File: config.mk
export PLATFORM = sky130hd
export DESIGN_NAME = irq_vector_ctrl
export DESIGN_NICKNAME = d
export VERILOG_FILES = /design/src/rtl/ivc_pkg.sv /design/src/rtl/ivc_regs.sv /design/src/rtl/ivc_pending.sv /design/src/rtl/ivc_prio.sv /design/src/rtl/irq_vector_ctrl.sv
export SDC_FILE = /design/constraint.sdc
export NUM_CORES = 1
export LEC_CHECK = 0
export ABC_AREA = 1
export BUFFER_PORTS_ARGS = -buffer_cell sky130_fd_sc_hd__buf_4
export CAP_MARGIN = 5
export CORE_UTILIZATION = 40
export DETAILED_ROUTE_END_ITERATION = 10
export HOLD_SLACK_MARGIN = 0.15
export PLACE_DENSITY = 0.62
export RECOVER_POWER = 25
export SYNTH_ARGS = -nofsm -noshare
export SYNTH_HDL_FRONTEND = slang
export SYNTH_SLANG_ARGS = --single-unit
File: constraint.sdc
create_clock -name clk -period 2.55 [get_ports clk]
set_input_delay 0.51 -clock clk [delete_from_list [all_inputs] [get_ports clk]]
set_output_delay 0.51 -clock clk [all_outputs]
set_load 0.02 [all_outputs]
File: src/rtl/ivc_pkg.sv
package ivc_pkg;
  typedef enum logic [1:0] {
    SEL_GMASK = 2'd0,
    SEL_DMASK = 2'd1,
    SEL_VECT  = 2'd2
  } reg_sel_e;
endpackage

File: src/rtl/ivc_regs.sv
module ivc_regs
  import ivc_pkg::*;
#(
  parameter int GEN_SRC = 7,
  parameter int DIG_SRC = 8,
  parameter int DW      = 8,
  localparam int NSRC   = GEN_SRC + DIG_SRC
) (
  input  logic            clk,
  input  logic            rst_n,
  input  logic            wr,
  input  logic            rd,
  input  logic [1:0]      addr,
  input  logic [DW-1:0]   wdata,
  input  logic [DW-1:0]   cur_vec_lo,
  output logic [DW-1:0]   rdata,
  output logic [NSRC-1:0] mask_q,
  output logic [NSRC-1:0] mask_nxt,
  output logic            vec_wr
);
  logic [GEN_SRC-1:0] gmask_q, gmask_d;
  logic [DIG_SRC-1:0] dmask_q, dmask_d;

  always_comb begin
    gmask_d = gmask_q;
    dmask_d = dmask_q;
    if (wr && addr == SEL_GMASK) gmask_d = wdata[GEN_SRC-1:0];
    if (wr && addr == SEL_DMASK) dmask_d = wdata[DIG_SRC-1:0];
  end

  assign vec_wr   = wr && (addr == SEL_VECT);
  assign mask_q   = {dmask_q, gmask_q};
  assign mask_nxt = {dmask_d, gmask_d};

  always_ff @(posedge clk) begin
    if (!rst_n) begin
      gmask_q <= '0;
      dmask_q <= '0;
      rdata   <= '0;
    end else begin
      gmask_q <= gmask_d;
      dmask_q <= dmask_d;
      if (rd) begin
        case (addr)
          SEL_GMASK: rdata <= DW'(gmask_q);
          SEL_DMASK: rdata <= DW'(dmask_q);
          SEL_VECT:  rdata <= cur_vec_lo;
          default:   rdata <= '0;
        endcase
      end
    end
  end

  a_r2_gmask_write: assert property (@(posedge clk) disable iff (!rst_n)
    (wr && addr == SEL_GMASK) |=> (gmask_q == $past(wdata[GEN_SRC-1:0])));
  a_r2_dmask_write: assert property (@(posedge clk) disable iff (!rst_n)
    (wr && addr == SEL_DMASK) |=> (dmask_q == $past(wdata[DIG_SRC-1:0])));
  a_r2_mask_hold: assert property (@(posedge clk) disable iff (!rst_n)
    (!wr) |=> $stable(mask_q));
endmodule

File: src/rtl/ivc_pending.sv
module ivc_pending #(
  parameter int NSRC = 15
) (
  input  logic            clk,
  input  logic            rst_n,
  input  logic [NSRC-1:0] req,
  input  logic            clr_all,
  input  logic [NSRC-1:0] clr_one,
  output logic [NSRC-1:0] pend_q
);
  for (genvar i = 0; i < NSRC; i++) begin : g_bit
    always_ff @(posedge clk) begin
      if (!rst_n)          pend_q[i] <= 1'b0;
      else if (req[i])     pend_q[i] <= 1'b1;
      else if (clr_all || clr_one[i]) pend_q[i] <= 1'b0;
    end
  end

  a_r3_req_sets: assert property (@(posedge clk) disable iff (!rst_n)
    (|req) |=> ((pend_q & $past(req)) == $past(req)));
  a_r7_clear_all: assert property (@(posedge clk) disable iff (!rst_n)
    clr_all |=> (pend_q == $past(req)));
  a_r8_single_clear: assert property (@(posedge clk) disable iff (!rst_n)
    $onehot0(clr_one));
endmodule

File: src/rtl/ivc_prio.sv
module ivc_prio #(
  parameter int NSRC     = 15,
  parameter int VW       = 16,
  parameter int VEC_BASE = 4,
  parameter int VEC_STEP = 4
) (
  input  logic [NSRC-1:0] cand,
  output logic [NSRC-1:0] hit,
  output logic            any,
  output logic [VW-1:0]   vec
);
  always_comb begin
    hit = '0;
    vec = '0;
    for (int i = NSRC - 1; i >= 0; i--) begin
      if (cand[i]) begin
        hit    = '0;
        hit[i] = 1'b1;
        vec    = VW'(VEC_BASE + VEC_STEP * i);
      end
    end
    any = |cand;
  end
endmodule

File: src/rtl/irq_vector_ctrl.sv
module irq_vector_ctrl #(
  parameter int GEN_SRC  = 7,
  parameter int DIG_SRC  = 8,
  parameter int DW       = 8,
  parameter int VW       = 16,
  parameter int VEC_BASE = 4,
  parameter int VEC_STEP = 4,
  localparam int NSRC    = GEN_SRC + DIG_SRC
) (
  input  logic            clk,
  input  logic            rst_n,
  input  logic [NSRC-1:0] src_req,
  input  logic            glb_en,
  input  logic            bus_wr,
  input  logic            bus_rd,
  input  logic [1:0]      bus_addr,
  input  logic [DW-1:0]   bus_wdata,
  output logic [DW-1:0]   bus_rdata,
  output logic            irq_req,
  input  logic            irq_ack,
  output logic            ack_vec_valid,
  output logic [VW-1:0]   ack_vec
);
  logic [NSRC-1:0] mask_q, mask_nxt, pend_q;
  logic [NSRC-1:0] cur_hit, ack_hit, ack_cand;
  logic            cur_any, ack_any, vec_wr;
  logic [VW-1:0]   cur_vec, ack_sel;

  ivc_regs #(.GEN_SRC(GEN_SRC), .DIG_SRC(DIG_SRC), .DW(DW)) u_regs (
    .clk(clk), .rst_n(rst_n), .wr(bus_wr), .rd(bus_rd), .addr(bus_addr),
    .wdata(bus_wdata), .cur_vec_lo(cur_vec[DW-1:0]), .rdata(bus_rdata),
    .mask_q(mask_q), .mask_nxt(mask_nxt), .vec_wr(vec_wr)
  );

  ivc_pending #(.NSRC(NSRC)) u_pend (
    .clk(clk), .rst_n(rst_n), .req(src_req), .clr_all(vec_wr),
    .clr_one(ack_hit & {NSRC{irq_ack}}), .pend_q(pend_q)
  );

  // Current view: drives the request line and register reads.
  ivc_prio #(.NSRC(NSRC), .VW(VW), .VEC_BASE(VEC_BASE), .VEC_STEP(VEC_STEP)) u_cur (
    .cand(pend_q & mask_q), .hit(cur_hit), .any(cur_any), .vec(cur_vec)
  );

  // Acknowledge view: sees same-cycle mask writes and vector-register clears.
  assign ack_cand = pend_q & mask_nxt & {NSRC{~vec_wr}};
  ivc_prio #(.NSRC(NSRC), .VW(VW), .VEC_BASE(VEC_BASE), .VEC_STEP(VEC_STEP)) u_ack (
    .cand(ack_cand), .hit(ack_hit), .any(ack_any), .vec(ack_sel)
  );

  assign irq_req = glb_en & cur_any;

  always_ff @(posedge clk) begin
    if (!rst_n) begin
      ack_vec_valid <= 1'b0;
      ack_vec       <= '0;
    end else begin
      ack_vec_valid <= irq_ack;
      if (irq_ack) ack_vec <= ack_sel;
    end
  end

  a_r8_vec_follows_ack: assert property (@(posedge clk) disable iff (!rst_n)
    irq_ack |=> ack_vec_valid);
  a_r5_vec_range: assert property (@(posedge clk) disable iff (!rst_n)
    ack_vec_valid |-> (ack_vec == '0 ||
      (ack_vec >= VW'(VEC_BASE) && ack_vec <= VW'(VEC_BASE + VEC_STEP * (NSRC - 1)))));
  a_r9_empty_gives_zero: assert property (@(posedge clk) disable iff (!rst_n)
    (irq_ack && !ack_any) |=> (ack_vec == '0));
  a_r4_idle_no_irq: assert property (@(posedge clk) disable iff (!rst_n)
    (pend_q == '0) |-> !irq_req);
  a_r1_cur_hit_onehot: assert property (@(posedge clk) disable iff (!rst_n)
    $onehot0(cur_hit));
endmodule

# --- Word-level counts from Yosys, hierarchy flattened ---
# Cells that the tools add are included.
totals:
  ff_bits: 55
  out_inout_bits: 26
  wordCells: 141
  inputBits: 31
op_classes:
  muxes: 78
  n_reduce_logical: 35
  n_eq_ne: 2
  bitwise: 6
ops:
  columns: ["operator", "n"]
  rows:
  - ["2-to-1 mux 15 bit", 15]
  - ["2-to-1 mux 6 bit", 30]
  - ["AND 15 bit", 4]
  - ["2-to-1 mux 1 bit", 30]
  - ["nonzero test 2 bit", 15]
  - ["case mux 8 bit (3 select lines)", 1]
  - ["logical OR 1 bit", 15]
  - ["OR reduction 15 bit", 1]
  - ["2-to-1 mux 8 bit", 1]
  - ["2-to-1 mux 7 bit", 1]
  - ["logical AND 1 bit", 3]
  - ["== test 2 x 1 -> 1 bit (second input constant)", 1]
  - ["== test 2 bit (second input constant)", 1]
  - ["logical NOT 2 bit", 1]
  - ["AND 1 bit", 1]
  - ["inverter 1 bit", 1]

# --- Depth between registers and ports, before layout ---
# Gate-level depths: netlist of run 1.
logic_depth:
  word_depth: 24
  ltp_mapped: 20
  mapped_depth_nobuf: 20

# --- Hierarchy ---
# Synthesis of run 1 repeated with hierarchy kept, for this count alone.
unflattened:
  cells_unflattened: 608
  area_unflattened_um2: 3862.5
by_module_without_submodules:
  columns: ["mod", "instances", "area_each_um2", "cells_per_inst"]
  rows:
  - ["ivc_regs", 1, 1218.7, 168]
  - ["irq_vector_ctrl", 1, 1047.3, 199]
  - ["ivc_prio", 2, 455.4, 81]
  - ["ivc_pending", 1, 685.7, 79]

# --- Worst setup path before layout of run 1 ---
# OpenSTA, ideal clock, no wires.
synth_path:
  path_type: "input port to flip-flop"
  startpoint: "input bus_addr[0]"
  endpoint: "register u_pend.pend_q[14]"
  n_path_buf: 1
  cell_stages: 17
  t_required_ps: 2422
  setup_ps: 128
  arrival_time_ps: 1827
  slack_ps: 595
  cell_sequence: "nor2_4 nand2_4 buf_6 nand2_2 o21ai_2 nand3_2 nand2_4 nor2_8 nand3_4 inv_2 nand2_2 inv_2 nand4_2 nor2_1 nor2_1 nor2_1 nor2_1"
synth_via:
  elab_chain_cells: 23
  elab_cells_between_ends: 29
  cone_classes: "eq/ne (2); mux (17); bitwise (4); reduce/logical (6)"
synth_rtl:
  columns: ["element", "line", "text"]
  rows:
  - ["from (decl)", "irq_vector_ctrl.sv:16", "input logic [1:0] bus_addr,"]
  - ["== test 2 x 1 -> 1 bit", "ivc_regs.sv:28", "if (wr && addr == SEL_DMASK) dmask_d = wdata[DIG_SRC-1:0];"]
  - ["logical AND 1 bit", "ivc_regs.sv:28", null]
  - ["2-to-1 mux 8 bit", "ivc_regs.sv:28", null]
  - ["AND 15 bit (2 in series)", "irq_vector_ctrl.sv:46", "assign ack_cand = pend_q & mask_nxt & {NSRC{~vec_wr}};"]
  - ["2-to-1 mux 15 bit (15 in series)", "ivc_prio.sv:16", "if (cand[i]) begin"]
  - ["AND 15 bit", "irq_vector_ctrl.sv:37", ".clr_one(ack_hit & {NSRC{irq_ack}}), .pend_q(pend_q)"]
  - ["logical OR 1 bit (*)", "ivc_pending.sv:15", "else if (clr_all || clr_one[i]) pend_q[i] <= 1'b0;"]
  - ["nonzero test 2 bit (no line) (*)", null, null]
  - ["to (signal, indexed assignment)", "ivc_pending.sv:13", "if (!rst_n) pend_q[i] <= 1'b0;"]
  - ["to (signal, indexed assignment)", "ivc_pending.sv:14", "else if (req[i]) pend_q[i] <= 1'b1;"]
  - ["to (signal, indexed assignment)", "ivc_pending.sv:15", null]
  - ["to (decl)", "ivc_pending.sv:9", "output logic [NSRC-1:0] pend_q"]
# Mark *: on every way between the ends. The rest lies on a longest branch, timed or not.
# A chain may end at the register's enable or synchronous reset.

# --- Final worst setup path of run 1 ---
layout_path:
  startpoint: "input bus_addr[0]"
  endpoint: "register u_pend.pend_q[11]"
layout_via:
  elab_chain_cells: 22
  elab_cells_between_ends: 28
  cone_classes: "eq/ne (2); mux (16); bitwise (4); reduce/logical (6)"
layout_rtl:
  columns: ["element", "line"]
  rows:
  - ["== test 2 x 1 -> 1 bit", "ivc_regs.sv:28"]
  - ["logical AND 1 bit", "ivc_regs.sv:28"]
  - ["2-to-1 mux 8 bit", "ivc_regs.sv:28"]
  - ["AND 15 bit (2 in series)", "irq_vector_ctrl.sv:46"]
  - ["2-to-1 mux 15 bit (14 in series)", "ivc_prio.sv:16"]
  - ["AND 15 bit", "irq_vector_ctrl.sv:37"]
  - ["logical OR 1 bit (*)", "ivc_pending.sv:15"]
  - ["nonzero test 2 bit (no line) (*)", null]
# Marks and branches as above.

==> results.md, run 1 <==
* Routed Antenna Nets at 0
* Crit Path Category: input port to flop
* Post-CTS Hold Buffers at 0
* CTS tree: yes
* Vias in the first global route at 2100
* Worst Slack Setup Final at 0.320 ns
* Crit path time final at 2.23 ns
* Num Clock Sinks at 43
* Seq cells post-synth at 43
* Post-Syn Instances at 378
* CP max FO at 10
* DRC Markers at 0
* GRT overflow at 0
* Area Growth Syn to Fin at 16.1%
* Total track usage at 20.4%
* Post-layout net count at 454
* Finished Core Util at 48.4%
* Clock root buffer: clkbuf_8
* DP Worst Slack at 0.166 ns
* MaxCap Viol Count at 0
* Area contributors post-synth: dfxtp_1 35%, nand2_1 18%, inv_1 6.6%, nor2_1 5.7%, a21oi_1 3.6%
* Fin. Hold Viols at 0
* Die Span Y at 80.8 um
* PD cells at 497 nW/um2
* Syn avg cell area at 6.57 um2
* I/O Pins at 57
* Fin area at 2880 um2
* VDD IR max at 0.212 mV
* DIE AREA at 6530 um2
* Skew-Pair Late Insertion Delay at 0.29 ns
* Buf/Inv on CP at 4
* Critical path arrival at 2.38 ns
* CTS clk-pin slew, worst paths at 0.08 ns
* Via count at 2336
* Fillers at 659
* Initial detailed-routing violation count at 96
* Critical path launch point type: input port
* Layout cells sized above 1 at 21.6%
* Post_cts resized at 0
* Max clock buf depth at 2
* Rel. slew slack at 55.8%
* FP Rows at 28
* Per-cell routed wire length at 12.4 um
* DP Wirelength at 4890 um
* GR met3 Demand/Resource at 3.93%
* Met1 Track Usage GR at 27.4%
* First-pass GRT wire length at 10000 um
* Die W at 80.8 um
* Port buffer count at 44
* Slew Viols, Final at 0
* Top cell type's share of synthesized area at 34.7%
* Final setup viols at 0
* Core area at 5960 um2
* Final WL at 6180 um
* Worst slew pin tran at 0.662 ns
* Hold WC Path Type: input port to flop
* RSZ-0062 raised after global routing: no
* Status: completed
* CP top delay family: simple AND/OR/NAND/NOR gates
* Final Wtd Congestion at 0.880
* Ys Warns at 0
* Ant. Diodes at 0
* Setup TNS Final at 0 ns
* Critical Path Max Stage Delay at 0.30 ns
* Post-CTS Setup Repair Bufs at 0
* Cell taking the most area after synthesis: dfxtp_1
* Tcrit/Tclk final at 87.5%
* WP data required at 2.70 ns
* Synthesized area at 2480 um2
* Drt pass-1 iters at 4
* Met2 global-route usage at 33.1%
* Clock skew at 0.00655 ns
* Via density at 4.70
* Starting density of the core at 41.7%
* FMAX at 448 MHz
* Slowest-stage cell, CP: o311ai_1
* Cell mode on critical path: nand2_1
* Pin count of the biggest net entering global routing at 38
* Cells along the critical path: clkbuf_1, clkinv_1, nor2_1, nand2_2, clkbuf_1, nand2_1, o21ai_2, nand2_1, nand2_1, inv_2, nand2_2, o311ai_1, a21oi_1
* Sequential share of the synthesized area at 34.7%
* H-tree depth at 2
* Pleak at 1.45 nW
* GR peak layer: met2
* Initial antenna violation count at 0
* Crit. End Element: flop
* Post-synth cell types at 30
* TritonCTS Buffers at 5
* Placed cell area at 2830 um2
==> placed cells by master (no fill, tap or decap) <==
cell type and instances:
dfxtp_1 43, o31ai_1 2, nand2_2 9, o21ai_0 14, nand2_1 118, o21ai_2 6, inv_2 12, o21ai_1 8
o211ai_1 1, nor2_1 39, buf_4 42, a22o_1 1, clkbuf_1 5, nor3_1 2, o21a_1 1, clkinv_1 1
nor2_4 2, a21oi_2 3, nor2_8 1, nand3_1 14, a31o_2 3, a31oi_1 7, clkbuf_8 5, conb_1 12
nand3_2 3, nand4_2 1, nand2_4 2, a21oi_1 18, o311ai_1 1, inv_1 44, buf_12 1, nand3_4 1
==> worst min-delay path, cell delays in order <==
cell and delay (ns):
buf_4 0.08, nor2_1 0.03, nor2_1 0.06
==> cell families (layout without fill, tap and decap cells) <==
family	Yosys count	after routing	synth area share [%]
flops	43	43	34.7
buf+inv	77	110	14.7
other cells	1	12	0.151
simple gates	192	192	34.6
compound gates	65	65	16.0
==> per-layer routing <==
layer / share of wire (%) / vias up
li1: - / 1245
met1: 49 / 1020
met2: 45 / 63
met3: 4.9 / 8
met4: 1.5 / 0
met5: 0 / -
==> where the power goes <==
part / total, W / internal, W / switching (W)
combinational: 0.000291 / 0.000111 / 0.000181
clock: 0.000407 / 0.000183 / 0.000224
sequential: 0.000734 / 0.000707 / 0.0000271
==> final cells by class <==
| type | instances | area [um2] | area share (%) |
|---|---|---|---|
| Clock buffer | 6 | 72.6 | 2.52 |
| Inverter | 57 | 214 | 7.42 |
| Multi-Input combinational cell | 269 | 1290 | 44.8 |
| Sequential cell | 43 | 861 | 29.8 |
| Tap cell | 75 | 93.8 | 3.25 |
| Timing Repair Buffer | 47 | 350 | 12.1 |
==> state kept, by name, indices dropped and copies added, names as in the netlist <==
signal,flops
ack_vec,4
ack_vec_valid,1
u_pend.pend_q,15
u_regs.dmask_q,8
u_regs.gmask_q,7
u_regs.rdata,8
==> synth_stat cells, drive strengths merged <==
cell type	n
clkbuf	4
a31o	3
a22o	1
o311ai	1
inv	57
nand3	18
a31oi	7
nor2	42
buf	16
o21a	1
conb	1
nand4	1
dfxtp	43
a21oi	21
nand2	129
o211ai	1
nor3	2
o21ai	28
o31ai	2
==> stage by stage <==
| stage | total power [W] | std cells | hold slack (ns) |
|---|---|---|---|
| 2_1_floorplan | 0.000954 | 389 | 0.450 |
| 3_3_place_gp | 0.00104 | 491 | 0.457 |
| 3_5_place_dp | 0.00104 | 491 | 0.458 |
| 4_1_cts | 0.00145 | 497 | 0.418 |
| 5_1_grt | 0.00152 | 497 | 0.415 |
| 6_report | 0.00143 | 497 | 0.423 |
==> path summary, 6_finish.rpt <==
kind / start / to / slack, ns / cells past startpoint
setup / recovery: bus_addr[0] / u_pend.pend_q[11] / 0.32 / 13
hold / removal: src_req[13] / u_pend.pend_q[13] / 0.42 / 3
setup reg to reg: u_regs.gmask_q[0] / u_pend.pend_q[14] / 0.88 / 14
hold reg to reg: u_regs.rdata[4] / u_regs.rdata[4] / 0.47 / 2
(Power assumes the default switching activity.)
==> inputs of run 2 (changes only) <==
--- a/config.mk
+++ b/config.mk
@@ -11,8 +11,9 @@
 export CORE_UTILIZATION = 40
 export DETAILED_ROUTE_END_ITERATION = 10
 export HOLD_SLACK_MARGIN = 0.15
-export PLACE_DENSITY = 0.62
+export PLACE_DENSITY = 0.59
 export RECOVER_POWER = 25
 export SYNTH_ARGS = -nofsm -noshare
 export SYNTH_HDL_FRONTEND = slang
+export SYNTH_HIERARCHICAL = 1
 export SYNTH_SLANG_ARGS = --single-unit
==> results.md, run 2 <==
* Worst Reg-to-Reg Cells at 17 (was 14)
* Worst Slack Setup Final at 0.259 ns (was 0.320 ns)
* Total track usage at 18.2% (was 20.4%)
* Syn avg cell area at 6.35 um2 (was 6.57 um2)
* DP Wirelength at 6390 um (was 4890 um)
* Crit. End Element: flop (unchanged)
* Rel. slew slack at 36.2% (was 55.8%)
* RSZ-0062 raised after global routing: no (unchanged)
* Failing checks: DRC
* Post-layout net count at 657 (was 454)
* Reg2Reg Capture Point: ack_vec[2] (was u_pend.pend_q[14])
* VDD IR max at 0.266 mV (was 0.212 mV)
* Die Span Y at 97.6 um (was 80.8 um)
* Top reg by flops: ack_vec (was u_pend.pend_q)
* Fin. Hold Viols at 0 (unchanged)
* First-pass GRT wire length at 14100 um (was 10000 um)
* Reg-to-reg slack, setup at 0.67 ns (was 0.88 ns)
* Final WL at 8180 um (was 6180 um)
* Hold endpoint: u_regs/dmask_q[7] (was u_pend.pend_q[13])
* Clock share of power at 24.8% (was 28.4%)
* Skew-Pair Late Insertion Delay at 0.31 ns (was 0.29 ns)
* Post-CTS Hold Buffers at 0 (unchanged)
* Tcrit/Tclk final at 89.9% (was 87.5%)
* Worst hold stages at 3 (unchanged)
* Final setup viols at 0 (unchanged)
* Max clock buf depth at 2 (unchanged)
* Initial detailed-routing violation count at 109 (was 96)
* Leading cell type in the layout, fill and taps excluded: nand2_1 (unchanged)
* Num Clock Sinks at 55 (was 43)
* CP startpoint: bus_addr[0] (unchanged)
* Port buffer count at 56 (was 44)
* Starting density of the core at 41.5% (was 41.7%)
* Layout cells sized above 1 at 22.8% (was 21.6%)
* Ant. Diodes at 0 (unchanged)
* Via count at 3240 (was 2336)
* Pwr Total at 0.00192 W (was 0.00143 W)
* Post-placement cell count at 727 (was 491)
* Clock root buffer: clkbuf_8 (unchanged)
* Sequential cell area at 1100 um2 (was 861 um2)
* Via density at 4.41 (was 4.70)
* Comb pwr share at 25.3% (was 20.4%)
* TritonCTS Buffers at 5 (unchanged)
* Crit Path Category: input port to flop (unchanged)
* FP Rows at 34 (was 28)
* Non-Filler Instances at 734 (was 497)
* CTS clk-pin slew, worst paths at 0.10 ns (was 0.08 ns)
* GRT overflow at 0 (unchanged)
* Critical path arrival at 2.47 ns (was 2.38 ns)
* NetSw at 0.000624 W (was 0.000432 W)
* Final Wtd Congestion at 0.906 (was 0.880)
* Crit path time final at 2.29 ns (was 2.23 ns)
* DP Worst Slack at -0.0433 ns (was 0.166 ns)
* Post-Syn Instances at 576 (was 378)
* P_int at 0.00129 W (was 0.00100 W)
* Slew Viols, Final at 0 (unchanged)
* Initial antenna violation count at 0 (unchanged)
* PD cells at 464 nW/um2 (was 497 nW/um2)
* DRC Markers at 9 (was 0)
* MaxCap Viol Count at 0 (unchanged)
* DIE AREA at 9530 um2 (was 6530 um2)
* Post_cts resized at 0 (unchanged)
* CP max FO at 13 (was 10)
* Area used by multi-input combinational logic at 1810 um2 (was 1290 um2)
* Fillers at 940 (was 659)
* Pleak at 2.30 nW (was 1.45 nW)
* H-tree depth at 2 (unchanged)
* I/O Pins at 57 (unchanged)
* Core area at 8810 um2 (was 5960 um2)
* Pin count of the biggest net entering global routing at 49 (was 38)
* Finished Core Util at 46.9% (was 48.4%)
* Biggest regs: ack_vec (16), u_pend/pend_q (15) (was u_pend.pend_q (15), u_regs.dmask_q (8), u_regs.rdata (8))
* Net Sw Frac at 32.5% (was 30.1%)
* Die W at 97.6 um (was 80.8 um)
* Area Growth Syn to Fin at 12.9% (was 16.1%)
* Max reg flops at 16 (was 15)
* WP data required at 2.73 ns (was 2.70 ns)
* Clock skew at 0.00682 ns (was 0.00655 ns)
* Worst slew pin tran at 0.957 ns (was 0.662 ns)
* Routed Antenna Nets at 0 (unchanged)
* Hold Path Origin: bus_wdata[7] (was src_req[13])
* Vias in the first global route at 3111 (was 2100)
* CTS tree: yes (unchanged)
* Hold WC Path Type: input port to flop (unchanged)
* Synthesized area at 3660 um2 (was 2480 um2)
* Drt pass-1 iters at 8 (was 4)
* Most frequent cells in the layout: 133 x nand2_1, 132 x inv_1, 81 x nor2_1 (was 118 x nand2_1, 44 x inv_1, 43 x dfxtp_1)
* Flop pwr share at 49.9% (was 51.3%)
* FMAX at 436 MHz (was 448 MHz)
* Status: complete, but fails checks (was completed)
* Critical path launch point type: input port (unchanged)
* Post-CTS Setup Repair Bufs at 0 (unchanged)
* Ys Warns at 6 (was 0)
* Min Hold Slack at 0.440 ns (was 0.423 ns)
* Reg-to-Reg Start: u_regs/dmask_q[6] (was u_regs.gmask_q[0])
* Per-cell routed wire length at 11.1 um (was 12.4 um)
-- run 2: worst max path at each step --
| stage | end | slack, ns |
|---|---|---|
| 6_report | u_pend/pend_q[13] | 0.26 |
| 5_1_grt | u_pend/pend_q[9] | 0.05 |
| 4_1_cts | u_pend/pend_q[13] | 0.30 |
| 3_5_place_dp | u_pend/pend_q[13] | -0.04 |
| 3_3_place_gp | u_pend/pend_q[9] | 0.02 |
| 2_1_floorplan | u_pend/pend_q[14] | 0.31 |
-- run 2: through the flow --
| step | setup TNS, ns | area, um2 |
|---|---|---|
| after floorplan | 0 | 3710 |
| after global placement | 0 | 4050 |
| after detailed placement | -0.0943 | 4050 |
| after CTS | 0 | 4130 |
| after global routing | 0 | 4130 |
| final | 0 | 4130 |
-- run 2: layer usage --
metal / global-route usage, % / share of wire [%] / wire length, um
met1: 23.8 / 48 / 3920
met2: 31.4 / 47 / 3860
met3: 2.88 / 4.1 / 334
met4: 4.08 / 0.81 / 66
met5: 0 / 0 / 0
-- run 2: cell type report --
cell class                      instances  share of cell area (%)
Tap cell                              108                    3.27
Sequential cell                        55                    26.7
Clock inverter                          2                   0.333
Multi-Input combinational cell        360                    43.8
Clock buffer                            5                    1.67
Inverter                              141                    12.9
Timing Repair Buffer                   63                    11.3
-- run 2: power by group through the flow --
| stage | clock network, W | registers, W | logic, W |
|---|---|---|---|
| 3_5_place_dp | 0 | 0.000977 | 0.000488 |
| 2_1_floorplan | 0 | 0.000995 | 0.000344 |
| 4_1_cts | 0.000496 | 0.000958 | 0.000490 |
| 3_3_place_gp | 0 | 0.000977 | 0.000481 |
| 5_1_grt | 0.000530 | 0.000964 | 0.000546 |
| 6_report | 0.000475 | 0.000957 | 0.000485 |
-- run 2: worst max-delay path: stages --
cell and delay, ns:
buf_4 0.17, inv_6 0.10, and3_1 0.50, nor2_1 0.19
nor2_1 0.19, nand2_1 0.11, inv_1 0.15, nand2_4 0.09
nor3_2 0.11, nand2_1 0.09, inv_1 0.09, inv_1 0.05
nand3_2 0.07, a21oi_2 0.05
==> inputs of run 3 (changes only) <==
--- a/config.mk
+++ b/config.mk
@@ -8,6 +8,7 @@
 export ABC_AREA = 1
 export BUFFER_PORTS_ARGS = -buffer_cell sky130_fd_sc_hd__buf_4
 export CAP_MARGIN = 5
+export CORE_MARGIN = 5
 export CORE_UTILIZATION = 40
 export DETAILED_ROUTE_END_ITERATION = 10
 export HOLD_SLACK_MARGIN = 0.15
==> results.md, run 3 (synthesized netlist as in run 2, its figures left out) <==
* Non-Filler Instances at 732 (was 734)
* Biggest regs: ack_vec (16), u_pend/pend_q (15) (unchanged)
* Clock skew at 0.00724 ns (was 0.00682 ns)
* Pin count of the biggest net entering global routing at 49 (unchanged)
* Via density at 4.39 (was 4.41)
* Max clock buf depth at 2 (unchanged)
* Skew-Pair Late Insertion Delay at 0.32 ns (was 0.31 ns)
* Post-placement cell count at 724 (was 727)
* Fin. Hold Viols at 0 (unchanged)
* Reg-to-reg slack, setup at 0.62 ns (was 0.67 ns)
* Clock root buffer: clkbuf_8 (unchanged)
* Port buffer count at 56 (unchanged)
* FMAX at 449 MHz (was 436 MHz)
* RSZ-0062 raised after global routing: no (unchanged)
* Final Wtd Congestion at 0.885 (was 0.906)
* Critical path arrival at 2.40 ns (was 2.47 ns)
* Die Span Y at 106 um (was 97.6 um)
* FP Rows at 34 (unchanged)
* Status: complete, but fails checks (unchanged)
* Worst Slack Setup Final at 0.321 ns (was 0.259 ns)
* DP Worst Slack at 0.0449 ns (was -0.0433 ns)
* Worst slew pin tran at 1.90 ns (was 0.957 ns)
* Core area at 8810 um2 (unchanged)
* Setup TNS Final at 0 ns (unchanged)
* Layout cells sized above 1 at 22.3% (was 22.8%)
* I/O Pins at 57 (unchanged)
* Routed Antenna Nets at 0 (unchanged)
* Pleak at 2.28 nW (was 2.30 nW)
* Die W at 106 um (was 97.6 um)
* Hold WC Path Type: input port to flop (unchanged)
* Final setup viols at 0 (unchanged)
* CTS clk-pin slew, worst paths at 0.10 ns (about the same)
* H-tree depth at 2 (unchanged)
* Crit. End Element: flop (unchanged)
* DIE AREA at 11200 um2 (was 9530 um2)
* GRT overflow at 0 (unchanged)
* Via count at 3216 (was 3240)
* Post-CTS Setup Repair Bufs at 0 (unchanged)
* Hold endpoint: u_pend/pend_q[1] (was u_regs/dmask_q[7])
* CTS tree: yes (unchanged)
* Total track usage at 15.2% (was 18.2%)
* Min Hold Slack at 0.433 ns (was 0.440 ns)
* Hold Path Origin: src_req[1] (was bus_wdata[7])
* Worst Reg-to-Reg Cells at 17 (unchanged)
* Met1 Track Usage GR at 19.2% (was 23.8%)
* MaxCap Viol Count at 1 (was 0)
* VDD IR max at 0.221 mV (was 0.266 mV)
* DP Wirelength at 6540 um (was 6390 um)
* Post_cts resized at 0 (unchanged)
* Starting density of the core at 41.5% (unchanged)
* Top reg by flops: ack_vec (unchanged)
* Per-cell routed wire length at 11.4 um (was 11.1 um)
* Tcrit/Tclk final at 87.4% (was 89.9%)
* Worst hold stages at 3 (unchanged)
* Post-CTS Hold Buffers at 0 (unchanged)
* Reg-to-Reg Start: u_regs/dmask_q[6] (unchanged)
* Area Growth Syn to Fin at 12.3% (was 12.9%)
* Leading cell type in the layout, fill and taps excluded: nand2_1 (unchanged)
* Max reg flops at 16 (unchanged)
* Ant. Diodes at 0 (unchanged)
* Crit Path Category: input port to flop (unchanged)
* DRC Markers at 0 (was 9)
* Crit path time final at 2.23 ns (was 2.29 ns)
* Initial detailed-routing violation count at 157 (was 109)
* CP max FO at 14 (was 13)
* Final WL at 8340 um (was 8180 um)
* Most frequent cells in the layout: 133 x nand2_1, 132 x inv_1, 81 x nor2_1 (unchanged)
* Num Clock Sinks at 55 (unchanged)
* Met2 global-route usage at 26.7% (was 31.4%)
* Failing checks: capacitance limit, slew limit (was DRC)
* Vias in the first global route at 3064 (was 3111)
* Reg2Reg Capture Point: ack_vec[2] (unchanged)
* Drt pass-1 iters at 4 (was 8)
* First-pass GRT wire length at 14000 um (was 14100 um)
* TritonCTS Buffers at 5 (unchanged)
* Initial antenna violation count at 0 (unchanged)
* GR peak layer: met2 (unchanged)
* GR met3 Demand/Resource at 2.75% (was 2.88%)
* Critical path launch point type: input port (unchanged)
* Post-layout net count at 654 (was 657)
* Slew Viols, Final at 49 (was 0)
* PD cells at 471 nW/um2 (was 464 nW/um2)
* WP data required at 2.72 ns (was 2.73 ns)
* Rel. slew slack at -26.8% (was 36.2%)
[run 3: cell types whose count changed in the layout (fill, tap and decap cells not counted)]
cell	previous run	this run
clkinv_4	1	0
clkbuf_2	1	0
clkinvlp_4	0	1
buf_4	61	58
clkbuf_1	1	3
[run 3: metal layers]
metal | vias to the layer above | share of wire (%)
met5 | - | 0
met4 | 0 | 1.3
met3 | 10 | 4.8
met2 | 53 | 48
met1 | 1407 | 46
li1 | 1746 | -
[run 3: worst max path at each step]
stage / cells after the start / startpoint / end
after floorplan: 18 / bus_addr[0] / u_pend/pend_q[14]
after global placement: 17 / bus_addr[0] / u_pend/pend_q[9]
after detailed placement: 17 / bus_addr[0] / u_pend/pend_q[9]
after CTS: 18 / bus_addr[0] / u_pend/pend_q[9]
after global routing: 18 / bus_addr[0] / u_pend/pend_q[14]
final: 18 / bus_addr[0] / u_pend/pend_q[9]
[run 3: per-stage QoR]
stage	instance area [um2]	power [W]	utilization, %
6_report	4110	0.00193	46.6
5_1_grt	4110	0.00205	46.6
4_1_cts	4110	0.00195	46.7
3_5_place_dp	4030	0.00146	45.8
3_3_place_gp	4030	0.00146	45.8
2_1_floorplan	3710	0.00134	-
[run 3: where the power goes]
part / leakage (nW) / switching (W) / total [W] / internal [W]
clock network: 0.0412 / 0.000298 / 0.000491 / 0.000193
logic: 1.78 / 0.000293 / 0.000483 / 0.000190
registers: 0.455 / 0.0000437 / 0.000958 / 0.000914
total: 2.28 / 0.000635 / 0.00193 / 0.00130
[run 3: cell type report]
type,instances,area [um2]
Clock buffer,6,72.6
Clock inverter,2,12.5
Fill cell,972,4700
Inverter,141,534
Multi-Input combinational cell,360,1810
Sequential cell,55,1100
Tap cell,108,135
Timing Repair Buffer,60,443
[run 3: worst max-delay path, cell delays in order]
cell	delay, ns
buf_4	0.18
nor2_8	0.06
nand2_2	0.28
nand2_1	0.13
o21ai_2	0.09
inv_1	0.06
nand2_1	0.05
nor2_1	0.05
nor2_1	0.17
nand2_2	0.12
nor2_8	0.12
nand2_2	0.08
nor3_2	0.12
nand2_1	0.08
inv_1	0.11
inv_1	0.04
nand3_1	0.08
a21oi_1	0.06
